**config.mk**
```make
export PLATFORM = sky130hd
export DESIGN_NAME = index_spill_queue
export DESIGN_NICKNAME = d
export VERILOG_FILES = /design/src/rtl/iq_pkg.sv /design/src/rtl/iq_tail.sv /design/src/rtl/iq_head.sv /design/src/rtl/iq_spill.sv /design/src/rtl/index_spill_queue.sv
export SDC_FILE = /design/constraint.sdc
export NUM_CORES = 1
export LEC_CHECK = 0
export BUFFER_PORTS_ARGS = -buffer_cell sky130_fd_sc_hd__buf_2
export CORE_MARGIN = 1.5
export CORE_UTILIZATION = 60
export CTS_CLUSTER_SIZE = 14
export DETAILED_ROUTE_END_ITERATION = 8
export GPL_ROUTABILITY_DRIVEN = 0
export PLACE_DENSITY = 0.94
export SLEW_MARGIN = 20
export SYNTH_ARGS = -nofsm -noshare
export SYNTH_HDL_FRONTEND = slang
export SYNTH_SLANG_ARGS = --single-unit
```
**constraint.sdc**
```tcl
create_clock -name clk -period 5.6 [get_ports clk]
set_clock_uncertainty 0.05 [all_clocks]
set_input_delay 0.56 -clock clk [delete_from_list [all_inputs] [get_ports clk]]
set_output_delay 0.56 -clock clk [all_outputs]
set_load 0.02 [all_outputs]
```
**src/rtl/iq_pkg.sv**
```systemverilog
package iq_pkg;
  // next line slot in a circular region of `lines` lines
  function automatic int unsigned line_step(input int unsigned p, input int unsigned lines);
    return (p + 1 == lines) ? 0 : p + 1;
  endfunction

  // occupancy after one cycle with an optional add and an optional remove
  function automatic int unsigned fill_after(input int unsigned c, input bit inc, input bit dec);
    return c + (inc ? 1 : 0) - (dec ? 1 : 0);
  endfunction
endpackage

```
**src/rtl/iq_tail.sv**
```systemverilog
module iq_tail #(
  parameter int IDX_W = 16,
  parameter int GRP   = 4,
  parameter int CW    = $clog2(GRP + 1)
) (
  input  logic                 clk,
  input  logic                 rst_n,
  input  logic                 push_fire,
  input  logic [IDX_W-1:0]     push_idx,
  input  logic                 take_one,
  input  logic                 take_all,
  output logic [CW-1:0]        cnt,
  output logic [GRP*IDX_W-1:0] line
);
  logic [IDX_W-1:0] ent [GRP];
  logic [IDX_W-1:0] nxt [GRP];
  logic [CW-1:0]    n;

  always_comb begin
    nxt = ent;
    n   = cnt;
    if (take_all) begin
      n = '0;
    end else if (take_one) begin
      for (int i = 0; i < GRP - 1; i++) nxt[i] = ent[i+1];
      n = cnt - CW'(1);
    end
    if (push_fire) begin
      for (int i = 0; i < GRP; i++) if (CW'(i) == n) nxt[i] = push_idx;
      n = n + CW'(1);
    end
  end

  always_ff @(posedge clk) begin
    if (!rst_n) begin
      cnt <= '0;
      for (int i = 0; i < GRP; i++) ent[i] <= '0;
    end else begin
      cnt <= n;
      ent <= nxt;
    end
  end

  for (genvar g = 0; g < GRP; g++) begin : g_lane
    assign line[g*IDX_W +: IDX_W] = ent[g];
  end

  // a full tail never takes a push
  assert_no_push_when_full_R7: assert property (@(posedge clk) disable iff (!rst_n)
    (cnt == CW'(GRP)) |-> !push_fire);
  assert_tail_bound_R7: assert property (@(posedge clk) disable iff (!rst_n)
    cnt <= CW'(GRP));
endmodule

```
**src/rtl/iq_head.sv**
```systemverilog
module iq_head #(
  parameter int IDX_W = 16,
  parameter int GRP   = 4,
  parameter int CW    = $clog2(GRP + 1)
) (
  input  logic                 clk,
  input  logic                 rst_n,
  input  logic                 pop_fire,
  input  logic                 byp_fire,
  input  logic [IDX_W-1:0]     byp_idx,
  input  logic                 load,
  input  logic [GRP*IDX_W-1:0] load_line,
  output logic [CW-1:0]        cnt,
  output logic [IDX_W-1:0]     front
);
  logic [IDX_W-1:0] ent [GRP];
  logic [IDX_W-1:0] nxt [GRP];
  logic [CW-1:0]    n;

  always_comb begin
    nxt = ent;
    n   = cnt;
    if (pop_fire) begin
      for (int i = 0; i < GRP - 1; i++) nxt[i] = ent[i+1];
      n = cnt - CW'(1);
    end
    if (byp_fire) begin
      for (int i = 0; i < GRP; i++) if (CW'(i) == n) nxt[i] = byp_idx;
      n = n + CW'(1);
    end
    if (load) begin
      for (int i = 0; i < GRP; i++) nxt[i] = load_line[i*IDX_W +: IDX_W];
      n = CW'(GRP);
    end
  end

  always_ff @(posedge clk) begin
    if (!rst_n) begin
      cnt <= '0;
      for (int i = 0; i < GRP; i++) ent[i] <= '0;
    end else begin
      cnt <= n;
      ent <= nxt;
    end
  end

  assign front = (cnt != '0) ? ent[0] : '0;

  // a memory line only lands in an empty head
  assert_load_into_empty_R6: assert property (@(posedge clk) disable iff (!rst_n)
    load |-> (cnt == '0));
  // a tail-to-head move leaves the head non-empty
  assert_bypass_fills_R2: assert property (@(posedge clk) disable iff (!rst_n)
    byp_fire |=> (cnt != '0));
endmodule

```
**src/rtl/iq_spill.sv**
```systemverilog
module iq_spill
  import iq_pkg::*;
#(
  parameter int MEM_LINES = 4,
  parameter int AW        = $clog2(MEM_LINES)
) (
  input  logic          clk,
  input  logic          rst_n,
  input  logic          tail_full,
  input  logic          head_empty,
  input  logic          byp_mv,
  output logic          wr_en,
  output logic [AW-1:0] wr_addr,
  output logic          rd_en,
  output logic [AW-1:0] rd_addr,
  output logic          load,
  output logic          mem_idle
);
  localparam int MCW = $clog2(MEM_LINES + 1);

  logic [MCW-1:0] mcnt;
  logic           rd_pend;

  assign wr_en    = tail_full && !byp_mv && (mcnt != MCW'(MEM_LINES));
  assign rd_en    = head_empty && (mcnt != '0) && !rd_pend;
  assign load     = rd_pend;
  assign mem_idle = (mcnt == '0) && !rd_pend;

  always_ff @(posedge clk) begin
    if (!rst_n) begin
      wr_addr <= '0;
      rd_addr <= '0;
      mcnt    <= '0;
      rd_pend <= 1'b0;
    end else begin
      if (wr_en) wr_addr <= AW'(line_step(wr_addr, MEM_LINES));
      if (rd_en) rd_addr <= AW'(line_step(rd_addr, MEM_LINES));
      mcnt    <= MCW'(fill_after(mcnt, wr_en, rd_en));
      rd_pend <= rd_en;
    end
  end

  // occupancy bounded, addresses wrap to zero
  assert_mem_bound_R9: assert property (@(posedge clk) disable iff (!rst_n)
    mcnt <= MCW'(MEM_LINES));
  assert_wr_wrap_R9: assert property (@(posedge clk) disable iff (!rst_n)
    (wr_en && wr_addr == AW'(MEM_LINES - 1)) |=> (wr_addr == '0));
  // a read strobe is followed by a head load
  assert_read_then_load_R6: assert property (@(posedge clk) disable iff (!rst_n)
    rd_en |=> load);
endmodule

```
**src/rtl/index_spill_queue.sv**
```systemverilog
module index_spill_queue #(
  parameter int IDX_W     = 16,
  parameter int GRP       = 4,
  parameter int MEM_LINES = 4,
  parameter int AW        = $clog2(MEM_LINES)
) (
  input  logic                 clk,
  input  logic                 rst_n,
  input  logic                 force_mem,
  input  logic                 push_valid,
  input  logic [IDX_W-1:0]     push_idx,
  output logic                 push_ready,
  input  logic                 pop_req,
  output logic [IDX_W-1:0]     pop_idx,
  output logic                 mem_wr_en,
  output logic [AW-1:0]        mem_wr_addr,
  output logic [GRP*IDX_W-1:0] mem_wr_line,
  output logic                 mem_rd_en,
  output logic [AW-1:0]        mem_rd_addr,
  input  logic [GRP*IDX_W-1:0] mem_rd_line
);
  localparam int CW = $clog2(GRP + 1);

  logic [CW-1:0] tcnt, hcnt;
  logic          push_fire, pop_fire, byp_mv, head_room;
  logic          spill_load, mem_idle;

  assign push_ready = (tcnt != CW'(GRP));
  assign push_fire  = push_valid && push_ready;
  assign pop_fire   = pop_req && (hcnt != '0);
  assign head_room  = (hcnt != CW'(GRP)) || pop_fire;
  assign byp_mv     = !force_mem && mem_idle && (tcnt != '0) && head_room;

  iq_tail #(.IDX_W(IDX_W), .GRP(GRP), .CW(CW)) u_tail (
    .clk(clk), .rst_n(rst_n), .push_fire(push_fire), .push_idx(push_idx),
    .take_one(byp_mv), .take_all(mem_wr_en), .cnt(tcnt), .line(mem_wr_line));

  iq_head #(.IDX_W(IDX_W), .GRP(GRP), .CW(CW)) u_head (
    .clk(clk), .rst_n(rst_n), .pop_fire(pop_fire), .byp_fire(byp_mv),
    .byp_idx(mem_wr_line[IDX_W-1:0]), .load(spill_load), .load_line(mem_rd_line),
    .cnt(hcnt), .front(pop_idx));

  iq_spill #(.MEM_LINES(MEM_LINES), .AW(AW)) u_spill (
    .clk(clk), .rst_n(rst_n), .tail_full(tcnt == CW'(GRP)), .head_empty(hcnt == '0),
    .byp_mv(byp_mv), .wr_en(mem_wr_en), .wr_addr(mem_wr_addr), .rd_en(mem_rd_en),
    .rd_addr(mem_rd_addr), .load(spill_load), .mem_idle(mem_idle));

  // with the path off the head only grows through memory loads
  assert_force_no_bypass_R4: assert property (@(posedge clk) disable iff (!rst_n)
    (force_mem && !spill_load) |=> (hcnt <= $past(hcnt)));
  // a line write drains the whole tail
  assert_write_drains_tail_R5: assert property (@(posedge clk) disable iff (!rst_n)
    mem_wr_en |=> (tcnt == '0));
  // a pop and a move in one cycle keep the head count
  assert_pop_and_move_R10: assert property (@(posedge clk) disable iff (!rst_n)
    (pop_fire && byp_mv && !spill_load) |=> (hcnt == $past(hcnt)));
endmodule

```
Word-level counts from Yosys, hierarchy flattened --
Index checks and enable logic that the tools add are counted.
Word-level totals: bits in registers 142, bits in latches 0, bits in writable memories 0, ROM bits 0, input bits 85, output and inout bits 87, word-level logic and storage cells 87, memories 0
Cells by class: add/sub/neg operators 8, $mul 0, div/mod/pow operators 0, order comparisons 0, equality and inequality tests 12, shift-type cells 0, multiplexer cells 25, bitwise gates (word level) 1, reductions and logical operators 26
Operator list (number):
- 64-bit two-way mux | 3
- 16-bit two-way mux | 9
- 48-bit two-way mux | 3
- 3-bit two-way mux | 6
- 2-bit by 3-bit == test with 1-bit output, first input constant | 4
- 3-bit zero test | 4
- 1-bit logical AND | 10
- 3-bit == test, second input constant | 3
- 3-bit inequality test, second input constant | 3
- 3-bit nonzero test | 3
- 2-bit by 1-bit adder with 3-bit output, second input constant | 2
- 3-bit by 1-bit adder with 3-bit output, second input constant | 2
- 1-bit by 3-bit == test with 1-bit output, first input constant | 2
- 3-bit by 1-bit subtractor with 3-bit output, second input constant | 2
- 2-bit two-way mux | 2
- 2-bit AND reduction | 2
- 2-bit nonzero test | 2
- 3-bit adder | 1
- 1-bit zero test | 3
- 3-bit subtractor | 1
- 1-bit two-way mux | 2
- 2-bit OR reduction | 1
- 1-bit logical OR | 1
- 1-bit NOT | 1

Longest topological paths before layout --
Gate-level depths: netlist (run 1).
depth after elaboration 12, mapped depth 15, depth with buffers taken out 11

By module --
Synthesis (run 1) repeated with hierarchy kept, for this count alone.
Second synthesis, totals: cells, all modules 849, area, all modules 7547.2 sq um
By module, submodules not included:
- iq_head | times used 1, cells each 461, area each 3686.0 sq um, seq. area each 1341.3 sq um
- iq_tail | times used 1, cells each 336, area each 3377.0 sq um, seq. area each 1341.3 sq um
- iq_spill | times used 1, cells each 44, area each 415.4 sq um, seq. area each 160.2 sq um
- index_spill_queue | times used 1, cells each 8, area each 68.8 sq um, seq. area each 0.0 sq um

Worst setup path after synthesis (run 1) --
Ideal clock, no wire load.
path kind input-to-reg, start in pop_req, end reg u_tail.ent (netlist bit u_tail.line[37]), setup time 0.104 ns, data arrival time 2.823 ns, data required time 5.446 ns, slack 2.623 ns, cell stages on the path 12, path buffers 3, cell sequence nand3b_1 > nand4_1 > buf_4 > buf_2 > mux2_2 > inv_1 > ha_1 > nand2_1 > a21oi_1 > mux2i_4 > buf_4 > a2111oi_2
On the way: word-level cells in the longest chain between the ends 10, elaborated cells on any way between the ends 13, classes of those cells 1 x eq/ne; 6 x mux; 6 x reduce/logical
Ends and longest elaborated chain:
- start, declared | RTL line index_spill_queue.sv:13 | input logic pop_req,
- 1-bit logical AND (*) | RTL line index_spill_queue.sv:30 | assign pop_fire = pop_req && (hcnt != '0);
- 1-bit logical OR (*) | RTL line index_spill_queue.sv:31 | assign head_room = (hcnt != CW'(GRP)) || pop_fire;
- 1-bit logical AND (*) | RTL line index_spill_queue.sv:32 | assign byp_mv = !force_mem && mem_idle && (tcnt != '0) && head_room;
- 1-bit zero test | RTL line iq_spill.sv:24 | assign wr_en = tail_full && !byp_mv && (mcnt != MCW'(MEM_LINES));
- 1-bit logical AND (2 in series) | RTL line iq_spill.sv:24
- 3-bit two-way mux | RTL line iq_tail.sv:22 | if (take_all) begin
- 2-bit by 3-bit == test with 1-bit output | RTL line iq_tail.sv:29 | for (int i = 0; i < GRP; i++) if (CW'(i) == n) nxt[i] = push_idx;
- 16-bit two-way mux | RTL line iq_tail.sv:29
- 64-bit two-way mux (*) | RTL line iq_tail.sv:28 | if (push_fire) begin
- end signal, assigned | RTL line iq_tail.sv:40 | ent <= nxt;
- end, declared | RTL line iq_tail.sv:15 | logic [IDX_W-1:0] ent [GRP];
Mark *: on every way between the ends. The rest lies on a longest branch, timed or not. A chain may end at the register's enable or synchronous reset.

Worst setup path after layout (run 1) --
start reg u_tail.cnt[2], end reg u_tail.ent (netlist bit u_tail.line[31])
On the way: word-level cells in the longest chain between the ends 10, elaborated cells on any way between the ends 17, classes of those cells 1 x add/sub; 3 x eq/ne; 6 x mux; 7 x reduce/logical
Ends and longest elaborated chain:
- start, declared | RTL line iq_tail.sv:12 | output logic [CW-1:0] cnt,
- start signal, assigned | RTL line iq_tail.sv:39 | cnt <= n;
- branches (longest 9 deep; another with 3-bit by 1-bit subtractor with 3-bit output)
- 64-bit two-way mux (*) | RTL line iq_tail.sv:28
Every way passes the cells marked *.

==> results of run 1 <==
## worst max-delay path, cell delays in order, from the launching register on
cell and delay [ns]:
dfxtp_2 1.05, nand2_1 0.44, o21ai_0 0.29, mux2_2 0.24
inv_1 0.07, ha_1 0.20, nand2_1 0.47, a21oi_1 0.16
mux2i_4 0.61, a2111oi_0 0.21
## worst max path at each step
stage                                   startpoint  cells after the start                         end
after CTS                 u_tail.cnt[2]$_SDFF_PN0_                      9  u_tail.line[31]$_SDFF_PN0_
after detailed placement  u_tail.cnt[2]$_SDFF_PN0_                      9  u_tail.line[31]$_SDFF_PN0_
final                     u_tail.cnt[2]$_SDFF_PN0_                      9  u_tail.line[31]$_SDFF_PN0_
after global routing      u_tail.cnt[2]$_SDFF_PN0_                      9  u_tail.line[47]$_SDFF_PN0_
after global placement    u_tail.cnt[2]$_SDFF_PN0_                      9  u_tail.line[31]$_SDFF_PN0_
after floorplan                            pop_req                     12  u_tail.line[37]$_SDFF_PN0_
## sequential cells by signal, summed over array words and instances (netlist names)
name,count
u_spill.mcnt,3
u_tail.cnt,3
u_head.cnt,3
u_spill.rd_addr,2
u_tail.line,64
u_spill.load,1
u_head.ent,64
u_spill.wr_addr,2
## cell usage in the layout, fill, tap and decap left out, drive strengths merged, types with 17 or more instances in the layout
master / instances
a2111oi: 48
a21oi: 23
and2: 20
and3: 21
buf: 181
clkbuf: 28
dfxtp: 142
ha: 17
mux2i: 103
nand2: 44
nand2b: 18
nand3: 62
nand4: 49
nor2: 21
nor3: 57
nor4: 49
o21ai: 35
o311ai: 48
## cell type report
class                           instances  share of cell area, %
Clock buffer                           28                   5.64
Timing Repair Buffer                  181                   9.78
Sequential cell                       142                   29.9
Multi-Input combinational cell        654                   51.1
Clock inverter                          4                  0.762
Inverter                               13                  0.513
Tap cell                              176                   2.31
## per-stage QoR
| stage | std cells | util (%) | power (mW) | hold slack, ns |
|---|---|---|---|---|
| 3_5_place_dp | 1166 | 66.9 | 3.79 | 0.412 |
| 6_report | 1198 | 71.6 | 5.03 | 0.326 |
| 2_1_floorplan | 914 | - | 3.27 | 0.415 |
| 4_1_cts | 1198 | 71.5 | 4.98 | 0.315 |
| 3_3_place_gp | 1166 | 66.9 | 3.72 | 0.406 |
| 5_1_grt | 1198 | 71.6 | 5.28 | 0.319 |
## cell families (layout without fill, tap and decap cells)
kind of cell / Yosys count / in the layout / synth area share [%]
AOI/OAI and AO/OA: 174 / 174 / 18.6
and+or+nand+nor: 350 / 350 / 23.2
DFF: 142 / 142 / 34.6
xor gates and xnor gates: 5 / 5 / 0.700
buffers and inverters: 118 / 226 / 6.56
muxes: 107 / 107 / 13.4
adders and majority gates: 18 / 18 / 2.83
## power groups by stage
| stage | Clock [mW] | Combinational (mW) | Sequential (mW) |
|---|---|---|---|
| final | 1.16 | 2.25 | 1.62 |
| after global routing | 1.21 | 2.42 | 1.65 |
| after CTS | 1.16 | 2.21 | 1.60 |
| after detailed placement | 0 | 2.17 | 1.62 |
| after global placement | 0 | 2.11 | 1.61 |
| after floorplan | 0 | 1.60 | 1.67 |
## layer usage
| layer | global-route usage [%] | wire [um] | share of wire (%) |
|---|---|---|---|
| met1 | 46.5 | 9910 | 40 |
| met2 | 52.3 | 11200 | 46 |
| met3 | 8.22 | 2650 | 11 |
| met4 | 13.0 | 687 | 2.8 |
| met5 | 0 | 13 | 0.053 |
==> results.cfg, run 1 <==
[pwr]
p_leak_nw = 3.73
p_sw_share_pct = 43.2
power_density_mw_per_mm2 = 529
sequentialPowerShare_pct = 32.2
intPower_mw = 2.86
power_frac_comb_pct = 44.7
p_clk_share_pct = 23.1
vdd_drop_max_v = 0.000324
switchingPower_mw = 2.18

[yosys]
seq_area_frac_synth_pct = 34.6
synth.top_cell.area_share_pct = 34.6
synth.most_common_cell = dfxtp_1
yosysTopAreaCell = dfxtp_1
synth_commonest_cells = dfxtp_1 (142), mux2i_1 (100), clkbuf_1 (69)
synth_nets = 1017
synth_area_mm2 = 0.00822
synth.area.top_cells = dfxtp_1 (35%), mux2i_1 (12%), a2111oi_2 (7.1%)
synth_cell_types = 50
synth_edf_count = 0
synth.avg_cell_area_um2 = 8.99
async_reset_ff_share_pct = 0
yosysWarningCount = 0
ys_ff_latch = 142
synth_top_flop_cell = dfxtp_1
synth_cells = 914

[floorplanning]
die-area_mm2 = 0.0144
io_pins = 172
placementRows = 42
die_width_um = 120
initial_core_util_pct = 61.8
core_area_mm2 = 0.0133
die_h_um = 120

[finish]
design_area_mm2 = 0.00952
fill_cells = 976
syn2layout_area_growth_pct = 15.8
n_antenna_cell = 0
ff_latch_area_mm2 = 0.00285
drive_gt1_share_pct = 26.3
multi_input_area_mm2 = 0.00487
nets = 1112

[sta]
period_needed_ns = 3.96
relSlewSlack_pct = 24.9
fmax_mhz = 252
fin_tns_setup_ns = 0
setup_violations = 0
rsz0062_at_grt = false
worst_pin_slew_ns = 1.13
final.setup.worst_slack_ns = 1.64
slew_violations = 0
fin_crit_sh_pct = 70.7
hold_viol_final = 0

[global_routing]
antenna_found_initial = 1
grt_pass1_vias = 7573
grt_first_pass_wirelength_mm = 39.7
grt_start_max_net_pins = 91
grt-ovfl-total = 0
grt_usage_pct = 34.1

[placed_design]
io_buffers = 171
dpl.hpwl_mm = 16.1
preCtsSetupSlack_ns = 1.48
postPlaceCellArea_mm2 = 0.00890

[clock_network]
clk_pin_slew_ns = 0.06
cts_resized = 0
hold_buffers = 0
h-tree-depth = 4
numCtsBuffers = 17
clock_path_buffers = 2
cts_setup_buffers = 0
cts.sinks = 142
cts-root-buf = clkbuf_16
cts_tree = built
clock_latency_ns = 0.43

[worst_hold_path]
whs_path_depth = 3
worstHoldEndpoint = u_head.ent[58]$_SDFF_PN0_
hold_path_startpoint = mem_rd_line[10]
worst_hold_path_type = in -> reg

[drt]
drc = 0
drtIter0Drc = 1011
totalWireLength_mm = 24.5
vias = 8127
ant_nets = 0
first_pass_iters = 6
wl_per_cell_um = 20.5
routed_via_density = 6.78

[setup_path]
cp.arrival_ns = 4.18
timing.reg2reg.setup_slack_ns = 1.64
path_class = reg -> reg
worstReg2RegStart = u_tail.cnt[2]$_SDFF_PN0_
worstSetupStartpointType = flop
timing.rr.end = u_tail.line[31]$_SDFF_PN0_
endpoint_kind = flop
cp.required_ns = 5.81
cp_max_fo = 60
rr_worst_depth = 9

[status]
status = finished clean

[run]
cap_violations = 0
No activity file was read; power rests on OpenSTA's default activity.
==> run 2: changes to the inputs <==
--- a/config.mk
+++ b/config.mk
@@ -7,11 +7,11 @@
 export LEC_CHECK = 0
 export BUFFER_PORTS_ARGS = -buffer_cell sky130_fd_sc_hd__buf_2
 export CORE_MARGIN = 1.5
-export CORE_UTILIZATION = 60
+export CORE_UTILIZATION = 56
 export CTS_CLUSTER_SIZE = 14
 export DETAILED_ROUTE_END_ITERATION = 8
 export GPL_ROUTABILITY_DRIVEN = 0
-export PLACE_DENSITY = 0.94
+export PLACE_DENSITY = 0.89
 export SLEW_MARGIN = 20
 export SYNTH_ARGS = -nofsm -noshare
 export SYNTH_HDL_FRONTEND = slang
==> constraint.sdc (replaced) <==
create_clock -name clk -period 3.84 [get_ports clk]
set_clock_uncertainty 0.05 [all_clocks]
set_input_delay 0.384 -clock clk [delete_from_list [all_inputs] [get_ports clk]]
set_output_delay 0.384 -clock clk [all_outputs]
set_load 0.02 [all_outputs]
==> run 2 against run 1 <==
  * Count of clock-buffer cells in the layout decreased by 2
  * Largest power group unchanged
  * Largest cell class unchanged
  * Critical endpoint is now u_head.ent[50]$_SDFF_PN0_
  * Critical path type unchanged
  * Clock power increased by 40%
  * Highest routed layer unchanged
  * Sequential share of layout area decreased by 0.14 points
==> results.cfg, run 2 (synthesized netlist as in run 1, its figures left out) <==
[status]
status = finished clean

[pwr]
power_density_mw_per_mm2 = 764
switchingPower_mw = 3.18
p_clk_share_pct = 22.2
p_leak_nw = 3.76
power_frac_comb_pct = 45.9
intPower_mw = 4.12
vdd_drop_max_v = 0.000517
p_sw_share_pct = 43.6
sequentialPowerShare_pct = 31.9

[setup_path]
crit_buf_inv = 2
timing.reg2reg.setup_slack_ns = 0.57
path_class = reg -> reg
crit_chain = inv_1, ha_1, nand2b_1, and2_1, xnor2_1, inv_1, ha_1, and3_1, o311ai_1
cp.required_ns = 4.06
crit_family = simple AND/OR/NAND/NOR gates
crit_path_end = u_head.ent[50]$_SDFF_PN0_
worstReg2RegStart = u_head.cnt[0]$_SDFF_PP0_
cp_max_fo = 20
worstSetupStartpointType = flop
endpoint_kind = flop
timing.rr.end = u_head.ent[50]$_SDFF_PN0_
crit_start = u_head.cnt[0]$_SDFF_PP0_
rr_worst_depth = 9
cp.arrival_ns = 3.49
path_depth = 9
max_stage_delay_ns = 0.67
cp_slowest_cell = and3_1

[floorplanning]
io_pins = 172
die_width_um = 124
die_h_um = 124
core_area_mm2 = 0.0144
placementRows = 44
initial_core_util_pct = 57.0
die-area_mm2 = 0.0154

[sta]
hold_viol_final = 0
fin_crit_sh_pct = 85.1
fin_tns_setup_ns = 0
fmax_mhz = 306
worst_pin_slew_ns = 0.853
rsz0062_at_grt = false
relSlewSlack_pct = 41.9
slew_violations = 0
setup_violations = 0
period_needed_ns = 3.27

[finish]
syn2layout_area_growth_pct = 16.4
final_common_cell = buf_2
nets = 1123
drive_gt1_share_pct = 26.8
final_cell_mix = buf_2 (171), dfxtp_1 (140), mux2i_1 (99), nand3_1 (62), nor3_1 (55)
finish.utilization_pct = 66.3

[drt]
vias = 8176
routed_via_density = 6.71
first_pass_iters = 8
drtIter0Drc = 981
wl_per_cell_um = 19.9
drc = 0
ant_nets = 0
totalWireLength_mm = 24.2

[global_routing]
antenna_found_initial = 2
grt_start_max_net_pins = 88
grt_first_pass_wirelength_mm = 38.1
grt_usage_pct = 31.4
grt_pass1_vias = 7296
grt-ovfl-total = 0

[placed_design]
dpl.hpwl_mm = 16.3
io_buffers = 171

[clock_network]
cts_setup_buffers = 0
h-tree-depth = 4
cts_tree = built
clk_pin_slew_ns = 0.06
cts-root-buf = clkbuf_16
clock_path_buffers = 2
numCtsBuffers = 17
hold_buffers = 0
cts_resized = 0
cts.sinks = 142
clock_latency_ns = 0.43

[run]
cap_violations = 0

[worst_hold_path]
worst_hold_path_type = in -> reg
## run 2: cell count changes in the layout (fill, tap and decap cells not counted), sizes merged
cell,previous run,this run
buf,181,192
diode,0,1
clkbuf,28,26
clkinv,1,3
## run 2: power by group through the flow
stage,Combinational [mW],Clock (mW),Sequential [mW]
6_report,3.35,1.62,2.33
4_1_cts,3.32,1.62,2.31
3_5_place_dp,3.28,0,2.33
2_1_floorplan,2.33,0,2.44
5_1_grt,3.62,1.69,2.36
3_3_place_gp,3.19,0,2.31
## run 2: tightest hold or removal path: cells and delay by family
family / cells / cell delay, ns
buf+inv: 1 / 0.07
compound gates: 1 / 0.07
simple gates: 1 / 0.06
## run 2: worst min-delay path by stage
stage,startpoint,to,slack [ns],cells past startpoint
after floorplan,u_head.ent[10]$_SDFFE_PN0P_,u_head.ent[10]$_SDFFE_PN0P_,0.42,2
after global placement,u_tail.line[54]$_SDFFE_PN0P_,u_tail.line[54]$_SDFFE_PN0P_,0.41,2
after detailed placement,u_tail.line[48]$_SDFFE_PN0P_,u_tail.line[48]$_SDFFE_PN0P_,0.41,2
after CTS,mem_rd_line[42],u_head.ent[26]$_SDFF_PN0_,0.14,3
after global routing,mem_rd_line[9],u_head.ent[57]$_SDFF_PN0_,0.15,3
final,mem_rd_line[26],u_head.ent[42]$_SDFF_PN0_,0.15,3
## run 2: final cells by class
| class | instances | area (um^2) |
|---|---|---|
| tap | 184 | 230 |
| timing repair buffer | 192 | 1010 |
| sequential | 142 | 2850 |
| inverter | 13 | 48.8 |
| clock buffer | 26 | 489 |
| clock inverter | 6 | 82.6 |
| antenna | 1 | 2.50 |
| multi-input combinational | 654 | 4850 |
| fill | 1155 | 4860 |
## run 2: layer usage
metal	track usage (%)	vias to the layer above	part of all wire, %
met4	12.8	4	1.9
met5	0	-	0.099
met2	48.4	528	46
met3	6.96	49	10
met1	42.6	3833	42
li1	-	3762	-
## run 2: stage by stage
stage          total power [mW]  instances  hold WS [ns]  area (um^2)  setup slack [ns]
2_1_floorplan              4.77        914         0.415         8220             0.919
3_3_place_gp               5.50       1185         0.407         8990             0.748
3_5_place_dp               5.61       1185         0.413         8990             0.612
4_1_cts                    7.24       1217         0.140         9560             0.598
5_1_grt                    7.67       1217         0.154         9560             0.264
6_report                   7.30       1218         0.146         9570             0.572
